**src/rtl/ack_trk_pkg.sv**
```systemverilog
package ack_trk_pkg;
  typedef enum logic [0:0] {
    WALK_IDLE = 1'b0,
    WALK_RUN  = 1'b1
  } walk_state_t;
endpackage

```
**src/rtl/atk_popcount.sv**
```systemverilog
module atk_popcount #(
  parameter int N  = 8,
  parameter int CW = $clog2(N + 1)
) (
  input  logic [N-1:0]  bits_i,
  output logic [CW-1:0] ones_o
);
  logic [CW-1:0] partial [N+1];

  assign partial[0] = '0;

  genvar g;
  generate
    for (g = 0; g < N; g++) begin : g_acc
      assign partial[g+1] = partial[g] + CW'(bits_i[g]);
    end
  endgenerate

  assign ones_o = partial[N];
endmodule

```
**src/rtl/atk_walker.sv**
```systemverilog
module atk_walker
  import ack_trk_pkg::*;
#(
  parameter int N   = 8,
  parameter int IDW = (N > 1) ? $clog2(N) : 1
) (
  input  logic           clk,
  input  logic           rst,
  input  logic           start_i,
  output logic           wipe_o,
  output logic           visit_o,
  output logic [IDW-1:0] visit_idx_o,
  output logic           busy_o,
  output logic           done_o
);
  localparam logic [IDW-1:0] LAST_IDX = IDW'(N - 1);

  walk_state_t    state_q;
  logic [IDW-1:0] idx_q;
  logic           done_q;

  assign wipe_o      = start_i && (state_q == WALK_IDLE);
  assign visit_o     = (state_q == WALK_RUN);
  assign visit_idx_o = idx_q;
  assign busy_o      = (state_q == WALK_RUN);
  assign done_o      = done_q;

  always_ff @(posedge clk) begin
    if (rst) begin
      state_q <= WALK_IDLE;
      idx_q   <= '0;
      done_q  <= 1'b0;
    end else begin
      done_q <= 1'b0;
      case (state_q)
        WALK_IDLE: begin
          if (start_i) begin
            state_q <= WALK_RUN;
            idx_q   <= '0;
          end
        end
        WALK_RUN: begin
          if (idx_q == LAST_IDX) begin
            state_q <= WALK_IDLE;
            idx_q   <= '0;
            done_q  <= 1'b1;
          end else begin
            idx_q <= idx_q + 1'b1;
          end
        end
        default: state_q <= WALK_IDLE;
      endcase
    end
  end

  AST_DONE_IDLE: assert property (@(posedge clk) disable iff (rst)
    done_q |-> (state_q == WALK_IDLE));
  AST_IDX_RANGE: assert property (@(posedge clk) disable iff (rst)
    (state_q == WALK_RUN) |-> (int'(idx_q) < N));
endmodule

```
**src/rtl/atk_ledger.sv**
```systemverilog
module atk_ledger #(
  parameter int N   = 8,
  parameter int IDW = (N > 1) ? $clog2(N) : 1,
  parameter int CW  = $clog2(N + 1)
) (
  input  logic           clk,
  input  logic           rst,
  input  logic           wipe_i,
  input  logic           visit_i,
  input  logic [IDW-1:0] visit_idx_i,
  input  logic           visit_tgt_i,
  input  logic           visit_pend_i,
  input  logic           load_i,
  input  logic [N-1:0]   load_map_i,
  input  logic [CW-1:0]  load_cnt_i,
  input  logic           ack_i,
  input  logic [IDW-1:0] ack_idx_i,
  output logic [N-1:0]   map_o,
  output logic [CW-1:0]  cnt_o,
  output logic           err_o
);
  logic [N-1:0]  map_q;
  logic [CW-1:0] cnt_q;
  logic          err_q;

  logic ack_hit;
  logic visit_diff;

  assign ack_hit    = ack_i && (int'(ack_idx_i) < N) && map_q[ack_idx_i];
  assign visit_diff = visit_tgt_i && (visit_pend_i != map_q[visit_idx_i]);

  always_ff @(posedge clk) begin
    if (rst) begin
      map_q <= '0;
      cnt_q <= '0;
      err_q <= 1'b0;
    end else if (wipe_i) begin
      map_q <= '0;
      cnt_q <= '0;
    end else if (visit_i) begin
      if (visit_diff) begin
        map_q[visit_idx_i] <= visit_pend_i;
        if (visit_pend_i) begin
          cnt_q <= cnt_q + 1'b1;
        end else if (cnt_q == '0) begin
          err_q <= 1'b1;
        end else begin
          cnt_q <= cnt_q - 1'b1;
        end
      end
    end else if (load_i) begin
      map_q <= load_map_i;
      cnt_q <= load_cnt_i;
    end else if (ack_hit) begin
      map_q[ack_idx_i] <= 1'b0;
      if (cnt_q == '0) begin
        err_q <= 1'b1;
      end else begin
        cnt_q <= cnt_q - 1'b1;
      end
    end
  end

  assign map_o = map_q;
  assign cnt_o = cnt_q;
  assign err_o = err_q;

  AST_COUNT_MATCH: assert property (@(posedge clk) disable iff (rst)
    int'(cnt_q) == $countones(map_q));
  AST_NO_UNDERFLOW: assert property (@(posedge clk) disable iff (rst)
    !err_q);
  AST_ACK_DROP: assert property (@(posedge clk) disable iff (rst)
    (ack_hit && !wipe_i && !visit_i && !load_i) |=> (cnt_q == $past(cnt_q) - 1'b1));
endmodule

```
**src/rtl/ack_coalesce_tracker.sv**
```systemverilog
module ack_coalesce_tracker #(
  parameter int N   = 8,
  parameter int IDW = (N > 1) ? $clog2(N) : 1,
  parameter int CW  = $clog2(N + 1)
) (
  input  logic           clk,
  input  logic           rst,
  input  logic           line_fire,
  input  logic [N-1:0]   reach_map,
  input  logic           ack_vld,
  input  logic [IDW-1:0] ack_cpu,
  input  logic           restore_start,
  input  logic [N-1:0]   pend_flags,
  input  logic [N-1:0]   target_map,
  output logic           delivered,
  output logic           coalesced,
  output logic [N-1:0]   dest_map,
  output logic [CW-1:0]  owed_cnt,
  output logic           busy,
  output logic           done,
  output logic           err
);
  logic           wipe;
  logic           visit;
  logic [IDW-1:0] visit_idx;
  logic           walk_busy;
  logic [CW-1:0]  reach_ones;
  logic           fire_ok;
  logic           deliver_now;
  logic           absorb_now;
  logic           ack_ok;
  logic           dlv_q;
  logic           coal_q;

  atk_walker #(.N(N), .IDW(IDW)) u_walk (
    .clk         (clk),
    .rst         (rst),
    .start_i     (restore_start),
    .wipe_o      (wipe),
    .visit_o     (visit),
    .visit_idx_o (visit_idx),
    .busy_o      (walk_busy),
    .done_o      (done)
  );

  atk_popcount #(.N(N), .CW(CW)) u_pop (
    .bits_i (reach_map),
    .ones_o (reach_ones)
  );

  assign fire_ok     = line_fire && !walk_busy && !wipe;
  assign deliver_now = fire_ok && (owed_cnt == '0);
  assign absorb_now  = fire_ok && (owed_cnt != '0);
  assign ack_ok      = ack_vld && !walk_busy && !wipe && !deliver_now;

  atk_ledger #(.N(N), .IDW(IDW), .CW(CW)) u_ledger (
    .clk          (clk),
    .rst          (rst),
    .wipe_i       (wipe),
    .visit_i      (visit),
    .visit_idx_i  (visit_idx),
    .visit_tgt_i  (target_map[visit_idx]),
    .visit_pend_i (pend_flags[visit_idx]),
    .load_i       (deliver_now),
    .load_map_i   (reach_map),
    .load_cnt_i   (reach_ones),
    .ack_i        (ack_ok),
    .ack_idx_i    (ack_cpu),
    .map_o        (dest_map),
    .cnt_o        (owed_cnt),
    .err_o        (err)
  );

  always_ff @(posedge clk) begin
    if (rst) begin
      dlv_q  <= 1'b0;
      coal_q <= 1'b0;
    end else begin
      dlv_q  <= deliver_now;
      coal_q <= absorb_now;
    end
  end

  assign delivered = dlv_q;
  assign coalesced = coal_q;
  assign busy      = walk_busy;

  AST_DELIVER_FROM_ZERO: assert property (@(posedge clk) disable iff (rst)
    (line_fire && !walk_busy && !restore_start && owed_cnt == '0) |=> delivered);
  AST_EXCLUSIVE: assert property (@(posedge clk) disable iff (rst)
    !(delivered && coalesced));
  AST_BUSY_QUIET: assert property (@(posedge clk) disable iff (rst)
    walk_busy |=> (!delivered && !coalesced));
  AST_HOLD_WHILE_OWED: assert property (@(posedge clk) disable iff (rst)
    (owed_cnt != '0 && !walk_busy && !restore_start && !ack_vld) |=> $stable(dest_map));
endmodule

```
**config.mk**
```make
export PLATFORM = sky130hd
export DESIGN_NAME = ack_coalesce_tracker
export DESIGN_NICKNAME = d
export VERILOG_FILES = /design/src/rtl/ack_trk_pkg.sv /design/src/rtl/atk_popcount.sv /design/src/rtl/atk_walker.sv /design/src/rtl/atk_ledger.sv /design/src/rtl/ack_coalesce_tracker.sv
export SDC_FILE = /design/constraint.sdc
export NUM_CORES = 1
export LEC_CHECK = 0
export BUFFER_PORTS_ARGS = -buffer_cell sky130_fd_sc_hd__buf_4
export CAP_MARGIN = 10
export CELL_PAD_IN_SITES_DETAIL_PLACEMENT = 1
export CELL_PAD_IN_SITES_GLOBAL_PLACEMENT = 1
export CORE_UTILIZATION = 39
export CTS_CLUSTER_SIZE = 10
export DETAILED_ROUTE_END_ITERATION = 16
export PLACE_DENSITY_LB_ADDON = 0.3
export SYNTH_ARGS = -nofsm -noshare
export SYNTH_HDL_FRONTEND = slang
export SYNTH_HIERARCHICAL = 1
export SYNTH_SLANG_ARGS = --single-unit
```
**constraint.sdc**
```tcl
create_clock -name clk -period 3.3 [get_ports clk]
set_input_delay 0.165 -clock clk [delete_from_list [all_inputs] [get_ports clk]]
set_output_delay 0.165 -clock clk [all_outputs]
set_load 0.01 [all_outputs]
```
==> impl_metrics.env, run 1 <==
export IMPL_outcome="completed"
export IMPL_dpl_cell_count=345
export IMPL_tightest_slew_ns=0.723
export IMPL_critPathMaxFanout=2
export IMPL_first_pass_iters=4
export IMPL_tritoncts="yes"
export IMPL_fin_crit_sh_pct=87.4
export IMPL_antennaDiodeCount=0
export IMPL_muxShareOfSynthArea_pct=13.7
export IMPL_cts_setup_buffers=0
export IMPL_relSlewSlack_pct=51.6
export IMPL_startpoint_type="input pin"
export IMPL_synthArstFlopShare_pct=0
export IMPL_power_share_switching_pct=35.0
export IMPL_pin_count=49
export IMPL_cts_max_path_buffers=2
export IMPL_p_clk_share_pct=25.0
export IMPL_num_rows=25
export IMPL_nNetsFinal=327
export IMPL_die_y_um=72.8
export IMPL_worst_ep_required_time_ns=3.44
export IMPL_syn_num_nets=276
export IMPL_p_leak_nw=1.03
export IMPL_die_w_um=72.8
export IMPL_grt_pass1_wl_um=10100
export IMPL_synth_avg_cell_area_um2=8.43
export IMPL_via_per_inst=5.64
export IMPL_pwr_share_seq_pct=34.7
export IMPL_htree_levels=1
export IMPL_power_frac_comb_pct=40.3
export IMPL_fin_worst_skew_ns=0.00198
export IMPL_cts_root_buf="clkbuf_8"
export IMPL_utilization_pct=50.8
export IMPL_synth_area_leaders="dfxtp_1 (20%), mux2i_1 (6.6%), nand2_1 (5.6%)"
export IMPL_rsz0062_at_grt="no"
export IMPL_stdcell_area_um2=2430
export IMPL_grt_pass1_vias=2070
export IMPL_synth_top_family_by_area="simple AND/OR/NAND/NOR gates"
export IMPL_synthAdderAreaFrac_pct=9.21
export IMPL_synthToLayoutAreaGrowth_pct=24.4
export IMPL_synth_simple_area_share_pct=23.4
export IMPL_syn_inst=232
export IMPL_path_class="input pin to register"
export IMPL_clk_pin_slew_ns=0.08
export IMPL_r2r_slack_ns=0.71
export IMPL_fin_setup_tns_ns=0
export IMPL_clk_latency_ns=0.26
export IMPL_design_core_area_um2=4790
export IMPL_synth_distinct_cells=58
export IMPL_cp_end_kind="register"
export IMPL_grt_util_all_layers_pct=24.7
export IMPL_ant_nets=0
export IMPL_power_internal_w=0.000498
export IMPL_synth_warnings=6
export IMPL_drt_initial_drc_count=121
export IMPL_numCtsBuffers=3
export IMPL_setup_viol=0
export IMPL_power_density_nw_per_um2=315
export IMPL_dpl_hpwl_um=4560
export IMPL_num_vias=1967
export IMPL_stdcell_count=349
export IMPL_wirelength_um=5970
export IMPL_drive_above_1_share_pct=25.9
export IMPL_hold_path_class="input pin to register"
export IMPL_fmax_ghz=0.347
export IMPL_io_buffers=48
export IMPL_synth_xor_area_share_pct=1.79
export IMPL_synth_edff_count=0
export IMPL_synth_top_area_share_pct=20.5
export IMPL_worst_hold_slack_ns=0.139
export IMPL_yosysSeqAreaShare_pct=20.5
export IMPL_crit_arrival_ns=3.02
export IMPL_cap_violations=0
export IMPL_cts_sinks=20
export IMPL_synth_compound_area_share_pct=22.6
export IMPL_hold_viol_final=0
export IMPL_wire_per_inst_um=17.1
export IMPL_switching_power_w=0.000269
export IMPL_hold_buffers=0
export IMPL_cts_resized=0
export IMPL_ys_ff_latch=20
export IMPL_vdd_drop_max_mv=0.250
export IMPL_grt_overflow=0
export IMPL_drc=0
export IMPL_syn_cell_area_um2=1960
export IMPL_slew_viol_final=0
export IMPL_grt_max_degree=25
export IMPL_dieArea_um2=5300
export IMPL_antenna_found_initial=0
export IMPL_synth_area_leader_cell="dfxtp_1"
export IMPL_fin_crit_ns=2.88
export IMPL_place_area_um2=2380
export IMPL_synth_main_ff_cell="dfxtp_1"
export IMPL_initial_utilization_pct=40.9
export IMPL_place_gp_congestion=0.841
state kept, by name, indices dropped and copies added, names as in the netlist:
register / cells
u_walk/visit_idx_o: 3
u_ledger/cnt_o: 4
u_walk/busy_o: 1
u_ledger/err_o: 1
delivered: 1
coalesced: 1
u_walk/done_o: 1
u_ledger/map_o: 8
cells in the mapped netlist (all sizes together) (3+ instances only):
library cell / instances
nand2: 29
inv: 26
dfxtp: 20
o21ai: 19
mux2i: 13
a21oi: 11
nand3: 11
ha: 8
nor2: 8
nor4: 7
o311ai: 6
a32oi: 5
buf: 4
fa: 4
mux4: 4
nand2b: 4
o32ai: 4
xnor2: 4
and3: 3
clkbuf: 3
mux2: 3
nand3b: 3
nor4b: 3
power by group through the flow:
stage	sequential [W]	combinational, W	clock [W]
after floorplan	0.000275	0.000200	0
after global placement	0.000271	0.000295	0
after detailed placement	0.000271	0.000306	0
after CTS	0.000266	0.000308	0.000199
after global routing	0.000268	0.000339	0.000205
final	0.000266	0.000309	0.000192
through the flow:
stage                     total power [W]  setup slack (ns)
after floorplan                  0.000475             0.396
after CTS                        0.000773             0.403
after global routing             0.000813             0.291
final                            0.000766             0.417
after global placement           0.000566             0.213
after detailed placement         0.000578             0.122
routing by layer:
| metal | vias up | routed length (um) | global-route usage [%] | share of wire, % |
|---|---|---|---|---|
| li1 | 959 | - | - | - |
| met1 | 971 | 2800 | 32.6 | 47 |
| met2 | 33 | 2970 | 43.3 | 50 |
| met3 | 4 | 162 | 4.01 | 2.7 |
| met4 | 0 | 34 | 3.70 | 0.57 |
| met5 | - | 0 | 0 | 0 |
kinds of logic after synthesis:
logic type | count (synthesis)
AO/OA/AOI/OAI | 58
buffers and inverters | 35
adder cells (fa/ha/maj) | 12
XOR/XNOR | 4
multiplexers | 20
flip-flops | 20
AND/OR/NAND/NOR | 83
cell type report:
cell class,count,area [um^2]
Fill cell,592,2350
Multi-Input combinational cell,177,1380
Timing Repair Buffer,55,413
Sequential cell,20,400
Inverter,26,97.6
Tap cell,67,83.8
Clock buffer,4,55.1
placed cells by master (no fill, tap or decap), drive strengths merged, types with 5 or more instances in the layout:
cell / n
nand3: 11
nor4: 7
mux2i: 13
nand2: 29
buf: 55
a21oi: 11
dfxtp: 20
inv: 26
nor2: 8
a32oi: 5
o21ai: 19
ha: 8
o311ai: 6
worst max-delay path: stages:
cell	delay, ns
buf_4	0.09
inv_1	0.05
fa_1	0.57
fa_1	0.43
fa_1	0.43
inv_1	0.06
ha_1	0.16
inv_1	0.05
fa_1	0.37
xnor2_1	0.14
a221o_1	0.32
o21ai_1	0.13
a21oi_1	0.05
final timing paths:
path,start,to,depth (start not counted)
worst min-delay path,rst,u_walk/visit_idx_o[2],2
worst max-delay path,reach_map[0],u_ledger/cnt_o[2],13
worst min register to register,u_ledger/err_o,u_ledger/err_o,2
worst max register to register,u_walk/visit_idx_o[0],u_ledger/map_o[0],6
No activity file was read; power rests on OpenSTA's default activity.
==> run 2: changes to the inputs <==
- CORE_UTILIZATION: 39 -> 38
- SYNTH_HIERARCHICAL: 1 -> default
==> run 2 against run 1 <==
Sequential share of layout area rose by 1.1 points. Count of clock-buffer cells in the layout fell by 1. Critical path type is now register to register. Fmax rose by 8.3%. Flip-flop and latch count did not move. Largest cell class unchanged.
==> impl_metrics.env, run 2 <==
export IMPL_initial_utilization_pct=40.9
export IMPL_via_per_inst=5.90
export IMPL_synthAdderAreaFrac_pct=9.78
export IMPL_grt_overflow=0
export IMPL_max_stage_delay_ns=0.62
export IMPL_syn_inst=232
export IMPL_hold_viol_final=0
export IMPL_ys_ff_latch=20
export IMPL_crit_buf_inv=0
export IMPL_cts_root_buf="clkbuf_8"
export IMPL_startpoint_type="register"
export IMPL_p_clk_share_pct=23.7
export IMPL_setup_viol=0
export IMPL_synth_edff_count=0
export IMPL_hold_path_class="input pin to register"
export IMPL_path_class="register to register"
export IMPL_power_share_switching_pct=35.3
export IMPL_syn_num_nets=276
export IMPL_drc=0
export IMPL_first_pass_iters=4
export IMPL_synthToLayoutAreaGrowth_pct=23.7
export IMPL_yosysMostFrequentCell="nand2_1"
export IMPL_utilization_pct=50.6
export IMPL_largest_reg_flops=8
export IMPL_switching_power_w=0.000251
export IMPL_dieArea_um2=5130
export IMPL_pwr_share_seq_pct=37.7
export IMPL_wire_per_inst_um=17.8
export IMPL_cts_resized=0
export IMPL_num_rows=24
export IMPL_hold_buffers=0
export IMPL_worst_ep_required_time_ns=3.46
export IMPL_synth_xor_area_share_pct=1.43
export IMPL_synth_main_ff_cell="dfxtp_1"
export IMPL_grt_pass1_wl_um=9580
export IMPL_crit_chain="mux2i_1 -> mux4_2 -> xnor2_1 -> or4_4 -> a221o_1 -> o211a_1"
export IMPL_pin_count=49
export IMPL_fmax_ghz=0.376
export IMPL_cts_sinks=20
export IMPL_antennaDiodeCount=0
export IMPL_power_frac_comb_pct=38.5
export IMPL_synth_top_family_by_area="simple AND/OR/NAND/NOR gates"
export IMPL_die_w_um=71.6
export IMPL_synth_compound_area_share_pct=20.1
export IMPL_power_internal_w=0.000459
export IMPL_drt_initial_drc_count=87
export IMPL_worst_hold_slack_ns=0.139
export IMPL_synth_warnings=0
export IMPL_use_met1_pct=30.2
export IMPL_syn_cell_area_um2=1840
export IMPL_wirelength_um=5770
export IMPL_grt_pass1_vias=2028
export IMPL_p_leak_nw=0.991
export IMPL_grt_util_met2_pct=41.7
export IMPL_numCtsBuffers=3
export IMPL_crit_slowest_cell="dfxtp_1"
export IMPL_design_core_area_um2=4500
export IMPL_cp_end_kind="register"
export IMPL_synthTopCellsByCount="nand2_1 (31), dfxtp_1 (20), mux2i_1 (18)"
export IMPL_cpLargestDelayFamily="multiplexers"
export IMPL_fin_crit_ns=2.66
export IMPL_cap_violations=0
export IMPL_num_vias=1919
export IMPL_slew_viol_final=0
export IMPL_tritoncts="yes"
export IMPL_final_common_cell="buf_4"
export IMPL_clk_latency_ns=0.26
export IMPL_critPathMaxFanout=9
export IMPL_p_total_w=0.000710
export IMPL_synth_simple_area_share_pct=22.3
export IMPL_grt_use_met3_pct=2.81
export IMPL_place_gp_congestion=0.803
export IMPL_crit_arrival_ns=2.82
export IMPL_dpl_hpwl_um=4390
export IMPL_muxShareOfSynthArea_pct=17.1
export IMPL_power_density_nw_per_um2=311
export IMPL_die_y_um=71.6
export IMPL_drive_above_1_share_pct=25.6
export IMPL_relSlewSlack_pct=65.5
export IMPL_cts_max_path_buffers=2
export IMPL_rsz0062_at_grt="no"
export IMPL_tightest_slew_ns=0.516
export IMPL_grt_util_all_layers_pct=23.7
export IMPL_synth_area_leader_cell="dfxtp_1"
export IMPL_grt_max_degree=21
export IMPL_synth_area_leaders="dfxtp_1 (22%), mux2i_1 (9.8%), nand2_1 (6.3%)"
export IMPL_fin_setup_tns_ns=0
export IMPL_io_buffers=48
export IMPL_synth_top_area_share_pct=21.7
export IMPL_clk_pin_slew_ns=0.08
export IMPL_ant_nets=0
export IMPL_cts_setup_buffers=0
export IMPL_vdd_drop_max_mv=0.135
export IMPL_yosysSeqAreaShare_pct=21.7
export IMPL_htree_levels=1
export IMPL_nNetsFinal=319
export IMPL_antenna_found_initial=0
export IMPL_final_cell_mix="buf_4 (54), nand2_1 (31), dfxtp_1 (20)"
export IMPL_fin_crit_sh_pct=80.6
export IMPL_fin_worst_skew_ns=0.00243
export IMPL_synthArstFlopShare_pct=0
export IMPL_synth_distinct_cells=43
export IMPL_grt_most_used_layer="met2"
export IMPL_outcome="completed"
export IMPL_synth_avg_cell_area_um2=7.94
run 2: cell types whose count changed after synthesis, sizes merged, moves of 4 or more:
cell,previous run,this run
a31oi,0,4
nor2,8,15
nor3,2,9
clkbuf,3,13
o32ai,4,8
o21ai,19,12
inv,26,17
nand3,11,5
mux2i,13,18
nor4,7,3
a32oi,5,0
o311ai,6,1
run 2: cell type report:
cell class / instances / area [um^2]
clock buffers: 3 / 41.3
fillers: 580 / 2220
inverters: 17 / 63.8
multi-input cells: 179 / 1300
flip-flops and latches: 20 / 400
well taps: 52 / 65.1
repair buffers: 54 / 405
run 2: power by group through the flow:
stage	Combinational [W]	Sequential, W	Clock (W)
after floorplan	0.000179	0.000268	0
after global placement	0.000262	0.000272	0
after detailed placement	0.000273	0.000273	0
after CTS	0.000275	0.000268	0.000169
after global routing	0.000304	0.000270	0.000178
final	0.000273	0.000268	0.000169
run 2: cell families after synthesis:
family	count (synthesis)
AO/OA/AOI/OAI	54
XOR/XNOR	3
adder cells (fa/ha/maj)	12
buffers and inverters	33
flip-flops	20
multiplexers	26
AND/OR/NAND/NOR	84
run 2: final timing paths:
check | startpoint | endpoint | slack (ns) | cells past startpoint
worst max-delay path | u_walk.visit_idx_o[0] | u_ledger.map_o[7] | 0.64 | 6
worst min-delay path | rst | u_walk.visit_idx_o[1] | 0.14 | 2
worst max register to register | u_walk.visit_idx_o[0] | u_ledger.map_o[7] | 0.64 | 6
worst min register to register | u_ledger.err_o | u_ledger.err_o | 0.51 | 2
run 2: layer usage:
layer	vias to the layer above	share of wire [%]	wire length [um]
met1	931	46	2630
met3	6	4.6	268
met5	-	0	0
met4	0	1.1	61
li1	919	-	-
met2	63	49	2810
run 2: through the flow:
stage	worst slack [ns]	area, um^2	cells
after floorplan	0.660	1840	232
after global placement	0.535	2240	322
after detailed placement	0.434	2240	322
after CTS	0.626	2280	325
after global routing	0.472	2280	325
final	0.639	2280	325
run 2: worst register-to-register path: stages, from the launching register on:
cell     delay (ns)
dfxtp_1        0.62
mux2i_1        0.15
mux4_2         0.57
xnor2_1        0.23
or4_4          0.51
a221o_1        0.35
o211a_1        0.12
